===== src/rtl/sio_cfg_pkg.sv =====
package sio_cfg_pkg;
   localparam logic [5:0] AM_SIO_SUPER = 6'h2D;
   localparam logic [5:0] AM_SIO_USER  = 6'h29;

   typedef enum logic [1:0] {
      MT_EPROM = 2'b00,
      MT_SRAM  = 2'b01,
      MT_FLASH = 2'b10
   } mem_type_e;

   typedef struct packed {
      logic [1:0] b1_type;
      logic [1:0] b1_size;
      logic [1:0] b2_type;
      logic [1:0] b2_size;
   } cfg_byte_t;

   function automatic logic [7:0] pack_cfg(input logic [1:0] t1, input logic [1:0] s1,
                                           input logic [1:0] t2, input logic [1:0] s2);
      cfg_byte_t c;
      c.b1_type = t1;
      c.b1_size = s1;
      c.b2_type = t2;
      c.b2_size = s2;
      return c;
   endfunction
endpackage


===== src/rtl/sio_window_match.sv =====
module sio_window_match #(
   parameter int BASE_W    = 6,
   parameter int AM_W      = 6,
   parameter bit AM_FILTER = 1'b1
) (
   input  logic              strobe_i,
   input  logic [BASE_W-1:0] addr_hi_i,
   input  logic [BASE_W-1:0] base_sw_i,
   input  logic [AM_W-1:0]   am_i,
   input  logic              priv_any_i,
   output logic              hit_o
);
   import sio_cfg_pkg::*;

   logic [BASE_W-1:0] bit_eq;
   logic              am_ok;

   if (BASE_W < 1) begin : g_bad_base
      $error("sio_window_match: BASE_W must be at least 1");
   end
   if (AM_W != 6) begin : g_bad_am
      $error("sio_window_match: AM_W must be 6");
   end

   for (genvar i = 0; i < BASE_W; i++) begin : g_cmp
      assign bit_eq[i] = ~(addr_hi_i[i] ^ base_sw_i[i]);
   end

   if (AM_FILTER) begin : g_am_filter
      always_comb begin
         am_ok = (am_i == AM_SIO_SUPER) || (priv_any_i && (am_i == AM_SIO_USER));
      end
   end else begin : g_am_open
      logic unused_am;
      assign unused_am = ^{am_i, priv_any_i};
      assign am_ok = 1'b1;
   end

   assign hit_o = strobe_i && (&bit_eq) && am_ok;
endmodule


===== src/rtl/sio_lane_router.sv =====
module sio_lane_router #(
   parameter int IDX_W  = 4,
   parameter int BYTE_W = 8
) (
   input  logic              hit_i,
   input  logic              first_i,
   input  logic              odd_i,
   input  logic [IDX_W-1:0]  idx_i,
   input  logic              write_i,
   input  logic [BYTE_W-1:0] wdata_i,
   input  logic [BYTE_W-1:0] cfg_byte_i,
   input  logic [BYTE_W-1:0] clk_rdata_i,
   output logic              clk_sel_o,
   output logic [IDX_W-1:0]  clk_idx_o,
   output logic              clk_we_o,
   output logic [BYTE_W-1:0] clk_wdata_o,
   output logic [2*BYTE_W-1:0] lane_data_o
);
   localparam logic [BYTE_W-1:0] ZERO_B = '0;

   if (IDX_W < 1) begin : g_bad_idx
      $error("sio_lane_router: IDX_W must be at least 1");
   end

   assign clk_sel_o   = hit_i && odd_i;
   assign clk_idx_o   = idx_i;
   assign clk_we_o    = hit_i && odd_i && write_i && first_i;
   assign clk_wdata_o = wdata_i;

   always_comb begin
      lane_data_o = '0;
      if (!write_i) begin
         if (odd_i) lane_data_o = {ZERO_B, clk_rdata_i};
         else       lane_data_o = {cfg_byte_i, ZERO_B};
      end
   end
endmodule


===== src/rtl/sio_ack_ctrl.sv =====
module sio_ack_ctrl #(
   parameter int DATA_W = 16
) (
   input  logic              clk,
   input  logic              rst_n,
   input  logic              strobe_i,
   input  logic              hit_i,
   input  logic [DATA_W-1:0] lane_data_i,
   output logic              first_o,
   output logic              ack_o,
   output logic [DATA_W-1:0] rdata_o
);
   logic              ack_q;
   logic [DATA_W-1:0] data_q;

   always_ff @(posedge clk) begin
      if (!rst_n) begin
         ack_q  <= 1'b0;
         data_q <= '0;
      end else begin
         ack_q <= hit_i;
         if (hit_i && !ack_q) data_q <= lane_data_i;
         else if (!hit_i)     data_q <= '0;
      end
   end

   assign first_o = hit_i && !ack_q;
   assign ack_o   = ack_q && strobe_i;
   assign rdata_o = ack_o ? data_q : '0;

   p_ack_follows_hit_r9: assert property (@(posedge clk) disable iff (!rst_n)
      hit_i |=> (ack_o || !strobe_i));
   p_rdata_stable_r6: assert property (@(posedge clk) disable iff (!rst_n)
      (ack_o && $past(ack_o)) |-> $stable(rdata_o));
endmodule


===== src/rtl/sio_cfg_decoder.sv =====
module sio_cfg_decoder #(
   parameter int ADDR_W    = 16,
   parameter int WIN_W     = 10,
   parameter int IDX_W     = 4,
   parameter int AM_W      = 6,
   parameter bit AM_FILTER = 1'b1
) (
   input  logic                    clk,
   input  logic                    rst_n,
   input  logic                    strobe_i,
   input  logic [ADDR_W-1:0]       addr_i,
   input  logic [AM_W-1:0]         am_i,
   input  logic                    write_i,
   input  logic [7:0]              wdata_i,
   input  logic [ADDR_W-WIN_W-1:0] base_sw_i,
   input  logic                    priv_any_i,
   input  logic [1:0]              b1_type_i,
   input  logic [1:0]              b1_size_i,
   input  logic [1:0]              b2_type_i,
   input  logic [1:0]              b2_size_i,
   input  logic [7:0]              clk_rdata_i,
   output logic                    clk_sel_o,
   output logic [IDX_W-1:0]        clk_idx_o,
   output logic                    clk_we_o,
   output logic [7:0]              clk_wdata_o,
   output logic [15:0]             rdata_o,
   output logic                    ack_o
);
   import sio_cfg_pkg::*;

   localparam int BASE_W = ADDR_W - WIN_W;
   localparam int BYTE_W = 8;
   localparam int DATA_W = 2 * BYTE_W;

   if (WIN_W < IDX_W + 2) begin : g_bad_win
      $error("sio_cfg_decoder: window too small for register index");
   end
   if (BASE_W < 1) begin : g_bad_addr
      $error("sio_cfg_decoder: ADDR_W must exceed WIN_W");
   end

   logic              hit;
   logic              first;
   logic [DATA_W-1:0] lane_data;
   logic [7:0]        cfg_byte;
   logic              unused_mid_addr;

   assign unused_mid_addr = ^addr_i[WIN_W-1:IDX_W+1];
   assign cfg_byte = pack_cfg(b1_type_i, b1_size_i, b2_type_i, b2_size_i);

   sio_window_match #(.BASE_W(BASE_W), .AM_W(AM_W), .AM_FILTER(AM_FILTER)) u_match (
      .strobe_i   (strobe_i),
      .addr_hi_i  (addr_i[ADDR_W-1:WIN_W]),
      .base_sw_i  (base_sw_i),
      .am_i       (am_i),
      .priv_any_i (priv_any_i),
      .hit_o      (hit)
   );

   sio_lane_router #(.IDX_W(IDX_W), .BYTE_W(BYTE_W)) u_route (
      .hit_i       (hit),
      .first_i     (first),
      .odd_i       (addr_i[0]),
      .idx_i       (addr_i[IDX_W:1]),
      .write_i     (write_i),
      .wdata_i     (wdata_i),
      .cfg_byte_i  (cfg_byte),
      .clk_rdata_i (clk_rdata_i),
      .clk_sel_o   (clk_sel_o),
      .clk_idx_o   (clk_idx_o),
      .clk_we_o    (clk_we_o),
      .clk_wdata_o (clk_wdata_o),
      .lane_data_o (lane_data)
   );

   sio_ack_ctrl #(.DATA_W(DATA_W)) u_ack (
      .clk         (clk),
      .rst_n       (rst_n),
      .strobe_i    (strobe_i),
      .hit_i       (hit),
      .lane_data_i (lane_data),
      .first_o     (first),
      .ack_o       (ack_o),
      .rdata_o     (rdata_o)
   );

   p_miss_no_select_r3: assert property (@(posedge clk) disable iff (!rst_n)
      !hit |-> (!clk_sel_o && !clk_we_o));
   p_even_no_select_r8: assert property (@(posedge clk) disable iff (!rst_n)
      (strobe_i && !addr_i[0]) |-> !clk_sel_o);
   p_single_we_r5: assert property (@(posedge clk) disable iff (!rst_n)
      clk_we_o |=> !clk_we_o);
endmodule


===== config.mk =====
export PLATFORM = sky130hd
export DESIGN_NAME = sio_cfg_decoder
export DESIGN_NICKNAME = d
export VERILOG_FILES = /design/src/rtl/sio_cfg_pkg.sv /design/src/rtl/sio_window_match.sv /design/src/rtl/sio_lane_router.sv /design/src/rtl/sio_ack_ctrl.sv /design/src/rtl/sio_cfg_decoder.sv
export SDC_FILE = /design/constraint.sdc
export NUM_CORES = 1
export LEC_CHECK = 0
export ABC_AREA = 1
export BUFFER_PORTS_ARGS = -buffer_cell sky130_fd_sc_hd__clkbuf_2
export CELL_PAD_IN_SITES_DETAIL_PLACEMENT = 1
export CELL_PAD_IN_SITES_GLOBAL_PLACEMENT = 2
export CORE_ASPECT_RATIO = 0.9
export CORE_MARGIN = 8
export CORE_UTILIZATION = 21
export CTS_BUF_LIST = sky130_fd_sc_hd__clkbuf_4
export CTS_CLUSTER_SIZE = 24
export DETAILED_ROUTE_END_ITERATION = 8
export PLACE_DENSITY = 0.85
export SLEW_MARGIN = 30
export SYNTH_ARGS = -nofsm -noshare
export SYNTH_HDL_FRONTEND = slang
export SYNTH_HIERARCHICAL = 1
export SYNTH_SLANG_ARGS = --single-unit

===== constraint.sdc =====
create_clock -name clk -period 2.4 [get_ports clk]
set_input_delay 0.24 -clock clk [delete_from_list [all_inputs] [get_ports clk]]
set_output_delay 0.24 -clock clk [all_outputs]
set_load 0.005 [all_outputs]

## Word-level counts from Yosys, hierarchy flattened

Index checks and enable logic that the tools add are counted.

| word-level totals | value |
|---|---|
| bits in registers | 17 |
| latch bits | 0 |
| RAM bits | 0 |
| ROM bits | 0 |
| input port bits | 57 |
| output and inout port bits | 31 |
| memories | 0 |

| cells by class | value |
|---|---|
| $add $sub $neg | 0 |
| $mul | 0 |
| div/mod/pow operators | 0 |
| magnitude comparators | 0 |
| equality and inequality tests | 3 |
| shift operators | 0 |
| muxes and demuxes | 5 |
| bitwise gates (word level) | 12 |
| reductions and logical operators | 11 |

Operator list:

| kind | number |
|---|---|
| $mux W16 | 5 |
| $eq A6 B6 Y1 const B | 2 |
| $logic_and A1 B1 Y1 | 8 |
| $not A1 Y1 | 6 |
| $reduce_and A6 Y1 | 1 |
| $xor A1 B1 Y1 | 6 |
| $ne A2 B2 Y1 const B | 1 |
| $logic_not A1 Y1 | 1 |
| $logic_or A1 B1 Y1 | 1 |

## Depth between registers and ports, before layout

| logic depth | value |
|---|---|
| depth after elaboration | 8 |
| gate-level depth with buffers | 12 |

## Hierarchy

The synthesis kept the hierarchy.

By module, submodules not included:

| module | instances | cells each | area an instance (um^2) |
|---|---|---|---|
| sio_ack_ctrl | 1 | 114 | 818.3 |
| sio_lane_router | 1 | 52 | 274.0 |
| sio_window_match | 1 | 47 | 176.4 |

## Worst setup path before layout

Ideal clock, no wire load.

| path | value |
|---|---|
| path kind | input-to-output |
| start | input am_i[5] |
| end | output clk_we_o |
| arrival time | 1.161 ns |
| setup slack | 0.999 ns |
| stages | 12 |
| path buffers | 2 |
| path through | inv_1 nor2_1 nand2_1 nor2_1 nand2_1 nor2_1 buf_4 buf_4 inv_2 nor2_1 nand2_1 nor2_1 |

| on the way | value |
|---|---|
| elaborated cells on any way between the ends | 9 |
| those cells by class | 2 x eq/ne; 7 x reduce/logical |

RTL lines:

| item | line | text |
|---|---|---|
| from (decl) | sio_cfg_decoder.sv:12 | `input logic [AM_W-1:0] am_i,` |
| $eq A6 B6 Y1 | sio_window_match.sv:31 | `am_ok = (am_i == AM_SIO_SUPER) \|\| (priv_any_i && (am_i == AM_SIO_USER));` |
| $logic_and A1 B1 Y1 | sio_window_match.sv:31 |  |
| $logic_or A1 B1 Y1 (*) | sio_window_match.sv:31 |  |
| $logic_and A1 B1 Y1 (*) | sio_window_match.sv:39 | `assign hit_o = strobe_i && (&bit_eq) && am_ok;` |
| net hit | sio_cfg_decoder.sv:42 | `logic hit;` |
| $logic_and A1 B1 Y1 (*) | sio_ack_ctrl.sv:27 | `assign first_o = hit_i && !ack_q;` |
| net first | sio_cfg_decoder.sv:43 | `logic first;` |
| $logic_and A1 B1 Y1 (*) | sio_lane_router.sv:27 | `assign clk_we_o = hit_i && odd_i && write_i && first_i;` |
| to (decl) | sio_cfg_decoder.sv:24 | `output logic clk_we_o,` |

The timed path passes the listed nets; every way through them passes the cells marked *.

## Worst setup path after layout

| path | value |
|---|---|
| start | input strobe_i |
| end | output clk_we_o |

| on the way | value |
|---|---|
| elaborated cells on any way between the ends | 6 |
| those cells by class | 6 x reduce/logical |

RTL lines:

| item | line | text |
|---|---|---|
| from (decl) | sio_cfg_decoder.sv:10 | `input logic strobe_i,` |
| $logic_and A1 B1 Y1 (2 in a row) | sio_window_match.sv:39 |  |
| net hit | sio_cfg_decoder.sv:42 |  |
| $logic_and A1 B1 Y1 | sio_ack_ctrl.sv:27 |  |
| net first | sio_cfg_decoder.sv:43 |  |
| $logic_and A1 B1 Y1 | sio_lane_router.sv:27 |  |

The timed path passes the listed nets, and every way through them passes these cells.

==> results.json <==
{
  "ir_drop_mv": 0.122,
  "ctsResizeCount": 0,
  "clk_pin_slew_worst_paths_ps": 90,
  "whs_endpoint": "u_ack/ack_q$_SDFF_PN0_",
  "hold_viol": 0,
  "regToRegSetupSlack_ps": 1310,
  "numCtsBuffers": 3,
  "fill_cells": 783,
  "drc": 0,
  "grt_overflow": 0,
  "io_buffers": 58,
  "min_period_ps": 1440,
  "row_count": 27,
  "p_switching_w": 0.000134,
  "synth-seq-cells": 17,
  "cts_tree": "yes",
  "final_cells": 325,
  "antenna_found_initial": 0,
  "grt_start_max_net_pins": 34,
  "end_kind": "output port",
  "finalPower_w": 0.000527,
  "yosysTopAreaCell": "dfxtp_1",
  "switching_share_pct": 25.4,
  "tightest_slew_ps": 500,
  "post-route-util_pct": 24.9,
  "start_kind": "input port",
  "power_density_nw_per_um2": 354,
  "coreArea_um2": 5980,
  "r2r_start": "u_ack/ack_q$_SDFF_PN0_",
  "worstHoldStart": "rst_n",
  "fin_crit_sh_pct": 60.1,
  "drtIter0Drc": 86,
  "seq_area_um2": 340,
  "clk_path_buf_depth": 2,
  "multiInputGateArea_um2": 574,
  "pwr-share-clk_pct": 31.7,
  "syn_nets": 270,
  "dp.cells": 321,
  "worstSetupPathType": "input port to output port",
  "p_int_w": 0.000394,
  "synthDistinctLibCells": 14,
  "grt_pass1_vias": 1393,
  "antenna_left": 0,
  "max_freq_mhz": 693,
  "vias": 1310,
  "status": "completed",
  "p_leak_nw": 0.732,
  "slew_violations": 0,
  "worst_hold_slack_ps": 150,
  "routed_wl_um": 3820,
  "p_comb_share_pct": 14.8,
  "wl_per_cell_um": 11.7,
  "diodes": 0,
  "setup-tns-final_ps": 0,
  "reg2reg_to": "u_ack/data_q[13]$_SDFFE_PN0P_",
  "max-slew-margin-rel_pct": 66.6,
  "avgViaCountPerCell": 4.03,
  "cts.sinks": 17,
  "clock_latency_ps": 290,
  "rsz0062_at_grt": "false",
  "hp-class": "input port to flip-flop",
  "die_h_um": 89.7,
  "final_nets": 311,
  "synth.area.top_cells": "dfxtp_1 27%, nand3_1 13%, nand2_1 12%",
  "gp_congestion": 0.726,
  "grt_pass1_wl_um": 6240,
  "cts_setup_buffers": 0,
  "die_area_um2": 8790,
  "synth_top_area_share_pct": 26.8,
  "worstPathRequired_ps": 2160,
  "track_usage_pct": 8.62,
  "ys_seq_area_share_pct": 26.8,
  "h-tree-depth": 1,
  "maxCapViolCount": 0,
  "r2r_cells": 4,
  "avgSynthCellArea_um2": 5.96,
  "critPathArrivalTime_ps": 1200,
  "clock_skew_ps": 5.66,
  "netlist_instances": 213,
  "drive_above_1_share_pct": 28.5,
  "hold_path_depth": 3,
  "yosys_warnings": 6,
  "root_buffer": "clkbuf_4",
  "syn2layout_area_growth_pct": 17.6,
  "cts_hold_buf": 0,
  "crit_path_max_fanout": 3,
  "setup_viol": 0,
  "start_util_pct": 21.2,
  "pwr-share-seq_pct": 53.5,
  "first_pass_iters": 4,
  "die_w_um": 97.9,
  "io_pins": 88,
  "dp_hpwl_um": 3130,
  "synth.cell_area_um2": 1270
}
## metrics by stage
| step | setup WS, ps | instance area (um2) |
|---|---|---|
| floorplan | 999 | 1270 |
| global placement | 905 | 1460 |
| detailed placement | 868 | 1460 |
| CTS | 910 | 1490 |
| global route | 788 | 1490 |
| finish | 958 | 1490 |
## cell families (layout without fill, tap and decap cells)
| family | Yosys count | after routing | share of synthesized area [%] |
|---|---|---|---|
| AOI/OAI and AO/OA | 16 | 16 | 6.31 |
| and+or+nand+nor | 117 | 117 | 38.8 |
| buffers and inverters | 63 | 103 | 28.1 |
| DFF | 17 | 17 | 26.8 |
## placed cells by master, fill, tap and decap left out, drive strengths merged
master	instances
clkbuf	62
nor2	43
nand2	42
inv	39
nand3	32
dfxtp	17
a21oi	16
buf	2
## power by group through the flow
stage / Sequential [W] / Clock, W / Combinational (W)
CTS: 0.000282 / 0.000173 / 0.0000811
finish: 0.000282 / 0.000167 / 0.0000781
detailed placement: 0.000288 / 0 / 0.0000809
floorplan: 0.000288 / 0 / 0.0000593
global route: 0.000282 / 0.000189 / 0.0000915
global placement: 0.000288 / 0 / 0.0000790
## flip-flops by register name (all words and copies together) (netlist names)
signal,cells
u_ack/ack_q,1
u_ack/data_q,16
## layer usage
| metal | up-vias | GRT usage [%] | wire (um) |
|---|---|---|---|
| met5 | - | 0 | 0 |
| met4 | 0 | 4.67 | 47 |
| met3 | 2 | 2.31 | 293 |
| met2 | 38 | 13.1 | 1630 |
| met1 | 565 | 10.8 | 1850 |
| li1 | 705 | - | - |
## worst max-delay path by stage
| stage | start | to | slack, ps | cells after the start |
|---|---|---|---|---|
| global placement | strobe_i | u_ack/data_q[11]$_SDFFE_PN0P_ | 900 | 10 |
| floorplan | am_i[5] | clk_we_o | 1000 | 12 |
| finish | strobe_i | clk_we_o | 960 | 12 |
| detailed placement | strobe_i | u_ack/data_q[3]$_SDFFE_PN0P_ | 870 | 10 |
| global route | strobe_i | clk_we_o | 790 | 12 |
| CTS | strobe_i | clk_we_o | 910 | 12 |
## Yosys cell counts
cell,count
a21oi_1,16
buf_2,2
buf_4,16
buf_6,4
buf_8,2
dfxtp_1,17
inv_1,35
inv_2,2
inv_4,2
nand2_1,41
nand2_4,1
nand3_1,32
nor2_1,41
nor2_2,2
## final cells by class
type / count / share of cell area, %
Multi-Input combinational cell: 133 / 38.5
Inverter: 39 / 10.2
Tap cell: 72 / 6.04
Timing Repair Buffer: 60 / 20.5
Sequential cell: 17 / 22.8
Clock buffer: 4 / 2.01
## critical path: stages
cell and delay, ps:
clkbuf_2 110, inv_1 40, nor2_1 80, nand2_1 50, nor2_1 80, nand2_1 60
nor2_2 130, inv_2 40, nor2_1 80, nand2_1 60, nor2_1 100, clkbuf_2 120
No activity file was read; power rests on OpenSTA's default activity.
